===== config.mk =====
export PLATFORM = sky130hd
export DESIGN_NAME = dvma_xlate
export DESIGN_NICKNAME = d
export VERILOG_FILES = /design/src/rtl/dvma_pkg.sv /design/src/rtl/dvma_chunk.sv /design/src/rtl/dvma_pte_index.sv /design/src/rtl/dvma_pte_check.sv /design/src/rtl/dvma_fault_regs.sv /design/src/rtl/dvma_xlate.sv
export SDC_FILE = /design/constraint.sdc
export NUM_CORES = 1
export LEC_CHECK = 0
export ABC_AREA = 1
export BUFFER_PORTS_ARGS = -buffer_cell sky130_fd_sc_hd__buf_2
export CAP_MARGIN = 20
export CORE_MARGIN = 1.5
export CORE_UTILIZATION = 55
export DETAILED_ROUTE_END_ITERATION = 6
export PLACE_DENSITY = 0.82
export SLEW_MARGIN = 20
export SYNTH_ARGS = -nofsm -noshare
export SYNTH_HDL_FRONTEND = slang
export SYNTH_SLANG_ARGS = --single-unit

===== constraint.sdc =====
create_clock -name clk -period 8.6 [get_ports clk]
set_input_delay 0.86 -clock clk [delete_from_list [all_inputs] [get_ports clk]]
set_output_delay 0.86 -clock clk [all_outputs]
set_load 0.02 [all_outputs]

===== src/rtl/dvma_pkg.sv =====
package dvma_pkg;

  localparam int PTE_W = 32;

  // entry flag bit positions (decoded by the check stage)
  localparam int PTE_VALID_BIT = 1;
  localparam int PTE_WRITE_BIT = 2;
  localparam int PTE_CACHE_BIT = 7;
  localparam int PTE_WAZ_BIT   = 0;

  // fault status word components
  localparam logic [31:0] FST_ERR   = 32'h8000_0000;
  localparam logic [31:0] FST_LATE  = 32'h4000_0000;
  localparam logic [31:0] FST_RESV  = 32'h0080_0000;
  localparam logic [31:0] FST_RD    = 32'h0004_0000;
  localparam logic [31:0] FST_AVAL  = 32'h0002_0000;
  localparam logic [31:0] FST_FAULT = FST_ERR | FST_LATE | FST_RESV | FST_AVAL;

  typedef enum logic [2:0] {
    XS_IDLE,
    XS_FETCH,
    XS_WAIT,
    XS_SEG,
    XS_DONE
  } xl_state_e;

endpackage


===== src/rtl/dvma_chunk.sv =====
module dvma_chunk #(
  parameter int LEN_W      = 16,
  parameter int PAGE_SHIFT = 12
) (
  input  logic [PAGE_SHIFT-1:0] off_i,
  input  logic [LEN_W-1:0]      remain_i,
  output logic [LEN_W-1:0]      chunk_o,
  output logic                  last_o
);
  localparam logic [LEN_W-1:0] PAGE_BYTES = LEN_W'(1) << PAGE_SHIFT;

  logic [LEN_W-1:0] left;

  assign left    = PAGE_BYTES - LEN_W'(off_i);
  assign last_o  = (remain_i <= left);
  assign chunk_o = last_o ? remain_i : left;
endmodule


===== src/rtl/dvma_pte_index.sv =====
module dvma_pte_index #(
  parameter int VA_W          = 32,
  parameter int PA_W          = 36,
  parameter int PAGE_SHIFT    = 12,
  parameter int WIN_MIN_SHIFT = 24,
  parameter int WSEL_W        = 3
) (
  input  logic [VA_W-1:0]   base_i,
  input  logic [WSEL_W-1:0] win_sel_i,
  input  logic [VA_W-1:0]   va_i,
  output logic [PA_W-1:0]   entry_addr_o
);
  localparam int SH_W = $clog2(VA_W) + 2;

  logic [SH_W-1:0] win_sh;
  logic [VA_W-1:0] win_mask;
  logic [VA_W-1:0] win_off;

  assign win_sh   = SH_W'(WIN_MIN_SHIFT) + SH_W'(win_sel_i);
  assign win_mask = ~({VA_W{1'b1}} << win_sh);
  assign win_off  = va_i & win_mask;
  assign entry_addr_o = (PA_W'(base_i) << 4) + (PA_W'(win_off >> PAGE_SHIFT) << 2);
endmodule


===== src/rtl/dvma_pte_check.sv =====
module dvma_pte_check
  import dvma_pkg::*;
#(
  parameter int PPN_W = 24
) (
  input  logic [PTE_W-1:0] entry_i,
  input  logic             is_write_i,
  output logic             fault_o,
  output logic [PPN_W-1:0] ppn_o,
  output logic [1:0]       attr_o
);
  logic [PTE_W-PPN_W-5:0] unused_bits;

  assign fault_o = !entry_i[PTE_VALID_BIT] || (is_write_i && !entry_i[PTE_WRITE_BIT]);
  assign ppn_o   = entry_i[PTE_W-1 -: PPN_W];
  assign attr_o  = {entry_i[PTE_CACHE_BIT], entry_i[PTE_WAZ_BIT]};
  assign unused_bits = entry_i[PTE_W-PPN_W-2:3];
endmodule


===== src/rtl/dvma_fault_regs.sv =====
module dvma_fault_regs
  import dvma_pkg::*;
#(
  parameter int VA_W = 32
) (
  input  logic            clk,
  input  logic            rst,
  input  logic            set_i,
  input  logic            set_read_i,
  input  logic [VA_W-1:0] set_va_i,
  input  logic            ack_i,
  output logic [31:0]     status_o,
  output logic [VA_W-1:0] addr_o,
  output logic            irq_o
);
  always_ff @(posedge clk) begin
    if (rst) begin
      status_o <= FST_RESV;
      addr_o   <= '0;
      irq_o    <= 1'b0;
    end else if (set_i) begin
      status_o <= FST_FAULT | (set_read_i ? FST_RD : 32'h0);
      addr_o   <= set_va_i;
      irq_o    <= 1'b1;
    end else if (ack_i) begin
      irq_o    <= 1'b0;
    end
  end

  a_r7_fault_load: assert property (@(posedge clk) disable iff (rst)
    set_i |=> irq_o && status_o[31] && status_o[17] && (addr_o == $past(set_va_i)));

  a_r10_irq_hold: assert property (@(posedge clk) disable iff (rst)
    irq_o && !ack_i |=> irq_o);

  a_r10_ack_keeps_status: assert property (@(posedge clk) disable iff (rst)
    ack_i && !set_i |=> !irq_o && $stable(status_o) && $stable(addr_o));
endmodule


===== src/rtl/dvma_xlate.sv =====
module dvma_xlate
  import dvma_pkg::*;
#(
  parameter int VA_W          = 32,
  parameter int PA_W          = 36,
  parameter int LEN_W         = 16,
  parameter int PAGE_SHIFT    = 12,
  parameter int WIN_MIN_SHIFT = 24,
  parameter int WSEL_W        = 3
) (
  input  logic              clk,
  input  logic              rst,
  input  logic [VA_W-1:0]   cfg_base,
  input  logic [WSEL_W-1:0] cfg_win_sel,
  input  logic              req_valid,
  output logic              req_ready,
  input  logic [VA_W-1:0]   req_addr,
  input  logic [LEN_W-1:0]  req_len,
  input  logic              req_write,
  output logic              mem_req_valid,
  input  logic              mem_req_ready,
  output logic [PA_W-1:0]   mem_req_addr,
  input  logic              mem_rsp_valid,
  input  logic [31:0]       mem_rsp_data,
  output logic              seg_valid,
  input  logic              seg_ready,
  output logic [PA_W-1:0]   seg_paddr,
  output logic [LEN_W-1:0]  seg_len,
  output logic              seg_write,
  output logic [1:0]        seg_attr,
  output logic              done,
  output logic              done_err,
  input  logic              irq_ack,
  output logic              irq,
  output logic [31:0]       flt_status,
  output logic [VA_W-1:0]   flt_addr
);
  localparam int PPN_W = PA_W - PAGE_SHIFT;
  localparam logic [LEN_W:0] PAGE_BYTES = (LEN_W+1)'(1) << PAGE_SHIFT;

  xl_state_e        st;
  logic [VA_W-1:0]  cur_va;
  logic [LEN_W-1:0] remain;
  logic             wr_q;
  logic             err_q;
  logic [PA_W-1:0]  mem_addr_q;
  logic [PA_W-1:0]  seg_pa_q;
  logic [LEN_W-1:0] seg_len_q;
  logic [1:0]       seg_attr_q;

  logic [LEN_W-1:0] chunk;
  logic             last;
  logic [VA_W-1:0]  va_next;
  logic [VA_W-1:0]  idx_va;
  logic [PA_W-1:0]  ent_addr;
  logic             pte_fault;
  logic [PPN_W-1:0] ppn;
  logic [1:0]       attr;
  logic             flt_set;
  logic [VA_W-1:0]  page_va;

  assign va_next = cur_va + VA_W'(chunk);
  assign idx_va  = (st == XS_IDLE) ? req_addr : va_next;
  assign page_va = {cur_va[VA_W-1:PAGE_SHIFT], {PAGE_SHIFT{1'b0}}};
  assign flt_set = (st == XS_WAIT) && mem_rsp_valid && pte_fault;

  dvma_chunk #(.LEN_W(LEN_W), .PAGE_SHIFT(PAGE_SHIFT)) u_chunk (
    .off_i    (cur_va[PAGE_SHIFT-1:0]),
    .remain_i (remain),
    .chunk_o  (chunk),
    .last_o   (last)
  );

  dvma_pte_index #(
    .VA_W(VA_W), .PA_W(PA_W), .PAGE_SHIFT(PAGE_SHIFT),
    .WIN_MIN_SHIFT(WIN_MIN_SHIFT), .WSEL_W(WSEL_W)
  ) u_index (
    .base_i       (cfg_base),
    .win_sel_i    (cfg_win_sel),
    .va_i         (idx_va),
    .entry_addr_o (ent_addr)
  );

  dvma_pte_check #(.PPN_W(PPN_W)) u_check (
    .entry_i    (mem_rsp_data),
    .is_write_i (wr_q),
    .fault_o    (pte_fault),
    .ppn_o      (ppn),
    .attr_o     (attr)
  );

  dvma_fault_regs #(.VA_W(VA_W)) u_fault (
    .clk        (clk),
    .rst        (rst),
    .set_i      (flt_set),
    .set_read_i (!wr_q),
    .set_va_i   (page_va),
    .ack_i      (irq_ack),
    .status_o   (flt_status),
    .addr_o     (flt_addr),
    .irq_o      (irq)
  );

  always_ff @(posedge clk) begin
    if (rst) begin
      st         <= XS_IDLE;
      cur_va     <= '0;
      remain     <= '0;
      wr_q       <= 1'b0;
      err_q      <= 1'b0;
      mem_addr_q <= '0;
      seg_pa_q   <= '0;
      seg_len_q  <= '0;
      seg_attr_q <= '0;
    end else begin
      case (st)
        XS_IDLE: if (req_valid) begin
          cur_va     <= req_addr;
          remain     <= req_len;
          wr_q       <= req_write;
          err_q      <= 1'b0;
          mem_addr_q <= ent_addr;
          st         <= (req_len == '0) ? XS_DONE : XS_FETCH;
        end
        XS_FETCH: if (mem_req_ready) st <= XS_WAIT;
        XS_WAIT: if (mem_rsp_valid) begin
          if (pte_fault) begin
            err_q <= 1'b1;
            st    <= XS_DONE;
          end else begin
            seg_pa_q   <= {ppn, cur_va[PAGE_SHIFT-1:0]};
            seg_len_q  <= chunk;
            seg_attr_q <= attr;
            st         <= XS_SEG;
          end
        end
        XS_SEG: if (seg_ready) begin
          cur_va     <= va_next;
          remain     <= remain - chunk;
          mem_addr_q <= ent_addr;
          st         <= last ? XS_DONE : XS_FETCH;
        end
        default: st <= XS_IDLE;
      endcase
    end
  end

  assign req_ready     = (st == XS_IDLE);
  assign mem_req_valid = (st == XS_FETCH);
  assign mem_req_addr  = mem_addr_q;
  assign seg_valid     = (st == XS_SEG);
  assign seg_paddr     = seg_pa_q;
  assign seg_len       = seg_len_q;
  assign seg_write     = wr_q;
  assign seg_attr      = seg_attr_q;
  assign done          = (st == XS_DONE);
  assign done_err      = err_q;

  a_r11_busy: assert property (@(posedge clk) disable iff (rst)
    (seg_valid || mem_req_valid || done) |-> !req_ready);

  a_r2_in_page: assert property (@(posedge clk) disable iff (rst)
    seg_valid |-> (seg_len != '0) &&
      ((LEN_W+1)'(seg_paddr[PAGE_SHIFT-1:0]) + (LEN_W+1)'(seg_len) <= PAGE_BYTES));

  a_r11_seg_hold: assert property (@(posedge clk) disable iff (rst)
    seg_valid && !seg_ready |=> seg_valid && $stable(seg_paddr) && $stable(seg_len));

  a_r3_mem_hold: assert property (@(posedge clk) disable iff (rst)
    mem_req_valid && !mem_req_ready |=> mem_req_valid && $stable(mem_req_addr));

  a_r8_done_pulse: assert property (@(posedge clk) disable iff (rst)
    done |=> !done);

  a_r5_no_seg_after_fault: assert property (@(posedge clk) disable iff (rst)
    flt_set |=> done && !seg_valid);
endmodule


# [Yosys cells after proc, flatten, opt, wreduce, memory -nomap -nowiden]
# Index checks and enable logic that the tools add are counted.
[word_totals] inputBits=123 ramBits=0 latchBits=0 ff_bits=194 mem_bits_ro=0 mem_count=0
[op_classes] bitwise=3 n_div=0 n_reduce_logical=16 n_lt_le_gt_ge=1 mul=0 shift=1 n_addsub=5 n_mux=26 eq_ne=9
[ops] operator="$mux 32" count=3
[ops] operator="$mux 36" count=2
[ops] operator="$pmux 36 s2" count=1
[ops] operator="$pmux 32 s2" count=1
[ops] operator="$mux 16" count=3
[ops] operator="$add 36x22->36" count=1
[ops] operator="$add 32x16->32" count=1
[ops] operator="$and 32x32->32" count=1
[ops] operator="$not 32->32" count=1
[ops] operator="$pmux 16 s2" count=1
[ops] operator="$shl 32x7->32 const A" count=1
[ops] operator="$mux 3" count=7
[ops] operator="$mux 19" count=1
[ops] operator="$le 16x16->1" count=1
[ops] operator="$logic_not 16->1" count=1
[ops] operator="$sub 16x16->16" count=1
[ops] operator="$sub 13x12->14 const A" count=1
[ops] operator="$pmux 3 s4" count=1
[ops] operator="$reduce_and 4->1" count=2
[ops] operator="$add 5x3->6 const A" count=1
[ops] operator="$eq 3x2->1 const B" count=2
[ops] operator="$ne 2x2->1 const B" count=3
[ops] operator="$reduce_and 3->1" count=2
[ops] operator="$reduce_bool 2->1" count=3
[ops] operator="other kinds (11)" count=19

# [Longest topological paths before layout]
[depth] word_depth=9 ltp_mapped=49 mapped_depth_nobuf=48

# [By module]
# From an unflattened synthesis, not the netlist that was laid out.
[unflattened] cells_unflattened=2046 area_unflattened_um2=12628.4
[by_module_without_submodules] mod="dvma_xlate" cells_per_inst=1299 area_each_um2=8293.0 n_inst=1
[by_module_without_submodules] mod="dvma_pte_index" cells_per_inst=375 area_each_um2=1810.5 n_inst=1
[by_module_without_submodules] mod="dvma_fault_regs" cells_per_inst=182 area_each_um2=1448.9 n_inst=1
[by_module_without_submodules] mod="dvma_chunk" cells_per_inst=161 area_each_um2=869.6 n_inst=1
[by_module_without_submodules] mod="dvma_pte_check" cells_per_inst=29 area_each_um2=206.4 n_inst=1

# [Worst setup path before layout]
# Ideal clock, no wire load.
[synth_path] kind="register -> register" start="register cur_va[1]" end="register mem_addr_q[34] (netlist: mem_req_addr[34])" path_stages_with_launch=45 arrival_ns=5.388 t_required_ns=8.491 setup_time_ns=0.109 period_less_slack_ns=5.497 path_buffers=1 setup_slack_ns=3.103 cell_sequence="dfxtp_1 > inv_1 > ha_1 > nand2_1 > nor2_1 > nand3_1 > nor2_1 > inv_1 > nor2_1 > nand4_1 > ha_1 > nand2_1 > nor3_2 > nand2_1 > nand2_1 > nand2_1 > buf_2 > inv_1 > [... 9 more ...] > nand2_1 > nand2_1 > nand2_1 > nand3_1 > nand2_1 > a21o_1 > inv_1 > ha_1 > nand2_1 > nor2_1 > nor3b_1 > nand2_1 > nand2_1 > nand2_1 > nand3_1 > nand3_1 > nand2_1 > inv_1"
[synth_via] elab_chain_len=9 word_cells_on_any_way=10 cone_classes="add/sub: 3; order compare: 1; mux: 5; bitwise: 1"
[synth_rtl] item="from (decl)" line="dvma_xlate.sv:42" source="logic [VA_W-1:0] cur_va;"
[synth_rtl] item="from (signal assigned)" line="dvma_xlate.sv:118" source="cur_va <= req_addr;"
[synth_rtl] item="from (signal assigned)" line="dvma_xlate.sv:138" source="cur_va <= va_next;"
[synth_rtl] item="$sub 13x12->14 *" line="dvma_chunk.sv:14" source="assign left = PAGE_BYTES - LEN_W'(off_i);"
[synth_rtl] item="$le 16x16->1 *" line="dvma_chunk.sv:15" source="assign last_o = (remain_i <= left);"
[synth_rtl] item="$mux 16 *" line="dvma_chunk.sv:16" source="assign chunk_o = last_o ? remain_i : left;"
[synth_rtl] item="via chunk[0]" line="dvma_xlate.sv:51" source="logic [LEN_W-1:0] chunk;"
[synth_rtl] item="$add 32x16->32 *" line="dvma_xlate.sv:62" source="assign va_next = cur_va + VA_W'(chunk);"
[synth_rtl] item="$mux 32 *" line="dvma_xlate.sv:63" source="assign idx_va = (st == XS_IDLE) ? req_addr : va_next;"
[synth_rtl] item="$and 32x32->32 *" line="dvma_pte_index.sv:21" source="assign win_off = va_i & win_mask;"
[synth_rtl] item="$add 36x22->36 *" line="dvma_pte_index.sv:22" source="assign entry_addr_o = (PA_W'(base_i) << 4) + (PA_W'(win_off >> PAGE_SHIFT) << 2);"
[synth_rtl] item="$mux 36, on equally long branches" line="dvma_xlate.sv:137, dvma_xlate.sv:117"
[synth_rtl] item="$pmux 36 s2 *" line="dvma_xlate.sv:116" source="case (st)"
[synth_rtl] item="to (signal assigned)" line="dvma_xlate.sv:122" source="mem_addr_q <= ent_addr;"
[synth_rtl] item="to (signal assigned)" line="dvma_xlate.sv:140" source="mem_addr_q <= ent_addr;"
[synth_rtl] item="to (decl)" line="dvma_xlate.sv:46" source="logic [PA_W-1:0] mem_addr_q;"
# Mark *: on every way through the listed nets, which the timed path passes. The rest lies on a longest branch. The select of a mux whose other input is x is not followed.
# A chain may end at the register's enable or synchronous reset.

# [Worst setup path in the final report]
[layout_path] start="register cur_va[1]" end="register mem_addr_q[22] (netlist: mem_req_addr[22])"
[layout_via] elab_chain_len=9 word_cells_on_any_way=10 cone_classes="add/sub: 3; order compare: 1; mux: 5; bitwise: 1"
[layout_rtl] item="$sub 13x12->14 *" line="dvma_chunk.sv:14"
[layout_rtl] item="$le 16x16->1" line="dvma_chunk.sv:15"
[layout_rtl] item="$mux 16 *" line="dvma_chunk.sv:16"
[layout_rtl] item="via chunk[5]" line="dvma_xlate.sv:51"
[layout_rtl] item="$add 32x16->32 *" line="dvma_xlate.sv:62"
[layout_rtl] item="$mux 32 *" line="dvma_xlate.sv:63"
[layout_rtl] item="$and 32x32->32 *" line="dvma_pte_index.sv:21"
[layout_rtl] item="$add 36x22->36 *" line="dvma_pte_index.sv:22"
[layout_rtl] item="$mux 36, on equally long branches" line="dvma_xlate.sv:137, dvma_xlate.sv:117"
[layout_rtl] item="$pmux 36 s2 *" line="dvma_xlate.sv:116"
# Marks and branches as above.

==> results.ini <==
[floorplanning]
die-area_um2 = 21900
die_h_um = 148
die_w_um = 148
ios = 284
start_util = 0.567
placementRows = 52
coreArea_um2 = 20400

[placement]
placed_area_um2 = 12700
place_ws_ps = 1450
portBuffers = 237
gp_congestion = 1.01
placed_cells = 2303
hpwl_mm = 27.4

[global_route]
antenna_found_initial = 1
grt_util_all_layers = 0.328
grt_max_degree = 107
grt_pass1_vias = 11600
gr-total-overflow = 0
grt_pass1_wl_mm = 57.2

[timing]
whs_ps = 441
final_max_slew_viol_count = 0
fin_setup_tns_ps = 0
finalWorstSetupSlack_ps = 1270
setup_viol_count_final = 0
fmax_mhz = 136
period_minus_slack_ps = 7330
worst_pin_slew_ps = 1070
rsz0062_at_grt = false
hold_viol_final = 0
final.setup_skew_ps = 11.4
fin_crit_sh = 0.852
relSlewSlack = 0.284

[synth]
synth_edf_count = 0
muxShareOfSynthArea = 0
synth_warnings = 0
netlist.area_leader.share = 0.284
synthCells = 1856
async_flop_share = 0
synth_largest_area_cell = dfxtp_1
ys_seq_area_frac = 0.284
ys_ff_latch = 164
synth-adder-area-share = 0.0700
synth_compound_area_frac = 0.183
synth-main-ff-cell = dfxtp_1
yosys.area_share.simple = 0.303
synth_common_cells = 422 x nand2_1, 255 x inv_1, 192 x nor2_1
synth_xor_xnor_area_share = 0.0189
synthMostInstantiatedCell = nand2_1
syn-mean-instance-area_um2 = 6.24
yosys-top-cells-area = dfxtp_1 28%, nand2_1 14%, inv_1 8.3%
yosys.cell_types.count = 46
synth_top_family_by_area = simple AND/OR/NAND/NOR gates
syn_area_um2 = 11600

[drt]
drt_iter0_markers = 1136
first_pass_iters = 7
dr_total_vias = 12800
drt-vias-per-instance = 5.48
wl_per_cell_um = 15.6
drt_wl_total_mm = 36.5
drc = 0
antenna_left = 0

[layout]
diodes = 0
n_fill_cell = 1893
final_area_um2 = 13300
layout-drive-gt1-share = 0.145
syn_to_final_growth_pct = 14.7
instances_no_fill = 2335
fin_nets = 2238

[clocking]
cts_resized = 0
cts_num_sinks = 164
ctsHoldBuffers = 0
cts.reportedPaths.clkPinSlew_ps = 70
cts_setup_buffers = 0
cts.path.max_buffers = 2
htreeDepth = 4
clk_latency_ps = 440
cts_tree = yes
cts_buffers = 17
ctsRootBufferMaster = clkbuf_16

[worst_setup_path]
setup.worst_path.start_class = flip-flop
cp-end-kind = flip-flop
worstSetupPathType = flip-flop to flip-flop
crit_required_ps = 8940
cpMostUsedCell = nand2_1
max_stage_delay_ps = 840
slowest_stage = o21ai_0
critPathArrivalTime_ps = 7660
worstPathMaxFanout = 21

[power_and_ir_drop]
peakVddDrop_mv = 0.202
power.density_nw_per_um2 = 381
leakagePower_nw = 7.26

[run]
maxCapViolations = 0

[status]
status = completed

[min_path]
hp-class = flip-flop to flip-flop

## flip-flops by register name (all words and copies together) (netlist names)
register and count:
remain 16, seg_attr 2, u_fault.status_o 2, seg_paddr 36, mem_req_addr 34, st 3
u_fault.addr_o 20, seg_write 1, seg_len 16, u_fault.irq_o 1, done_err 1, cur_va 32
## worst max-delay path, delay by kind of cell, from the launching register on
family	cells	cell delay, ps
and+or+nand+nor	25	3250
xor gates and xnor gates	1	200
DFF	1	320
buffers and inverters	6	560
AOI/OAI and AO/OA	3	1510
adders and majority gates	4	1380
## stage by stage
stage / total power, mW / util
2_1_floorplan: 3.40 / -
3_3_place_gp: 4.11 / 0.619
3_5_place_dp: 4.18 / 0.619
4_1_cts: 5.00 / 0.650
5_1_grt: 5.46 / 0.650
6_report: 5.06 / 0.650
## per-layer routing
layer | vias to the layer above | part of all wire | track usage
met3 | 102 | 0.087 | 0.0577
met2 | 600 | 0.46 | 0.547
li1 | 6339 | - | -
met5 | - | 0.00036 | 0
met1 | 5751 | 0.41 | 0.414
met4 | 2 | 0.037 | 0.147
## report_power, final
group | switching [mW] | internal (mW)
registers | 0.177 | 0.955
clock network | 0.342 | 0.470
logic | 2.13 | 0.990
## worst paths after layout
check | from | slack (ps) | cells past startpoint | end
setup / recovery | cur_va[1] | 1270 | 39 | mem_req_addr[22]
hold / removal | seg_len[14] | 440 | 2 | seg_len[14]
setup reg to reg | cur_va[1] | 1270 | 39 | mem_req_addr[22]
hold reg to reg | seg_len[14] | 440 | 2 | seg_len[14]
## layout make-up
cell class,instances,area (um^2),share of cell area
Sequential cell,164,3280,0.247
Tap cell,270,338,0.0255
Clock buffer,23,498,0.0375
Multi-Input combinational cell,1366,6830,0.515
Inverter,261,982,0.0740
Timing Repair Buffer,242,1220,0.0922
Clock inverter,9,118,0.00886
## cells in the final DEF, fill, tap and decap left out, types with 4 or more instances in the layout
cell type and n:
nand2_1 422, inv_1 255, buf_2 237, nor2_1 191
a21oi_1 176, o21ai_0 175, dfxtp_1 164, nand3_1 141
ha_1 60, conb_1 45, nand4_1 25, xor2_1 18
nor3_1 18, clkbuf_16 17, o21bai_1 14, or2_2 11
o211ai_1 8, o21ai_1 7, xnor2_1 7, a31oi_1 6
clkbuf_8 5, buf_4 5, inv_2 4, nor4_1 4
## cells by family (layout without fill, tap and decap cells)
| kind of cell | Yosys count | in the layout |
|---|---|---|
| adder cells (fa/ha/maj) | 63 | 63 |
| flip-flops | 164 | 164 |
| buffers and inverters | 369 | 535 |
| other | 2 | 45 |
| AND/OR/NAND/NOR | 831 | 831 |
| AO/OA/AOI/OAI | 402 | 402 |
| XOR/XNOR | 25 | 25 |
Power figures use the tool's default switching activity.
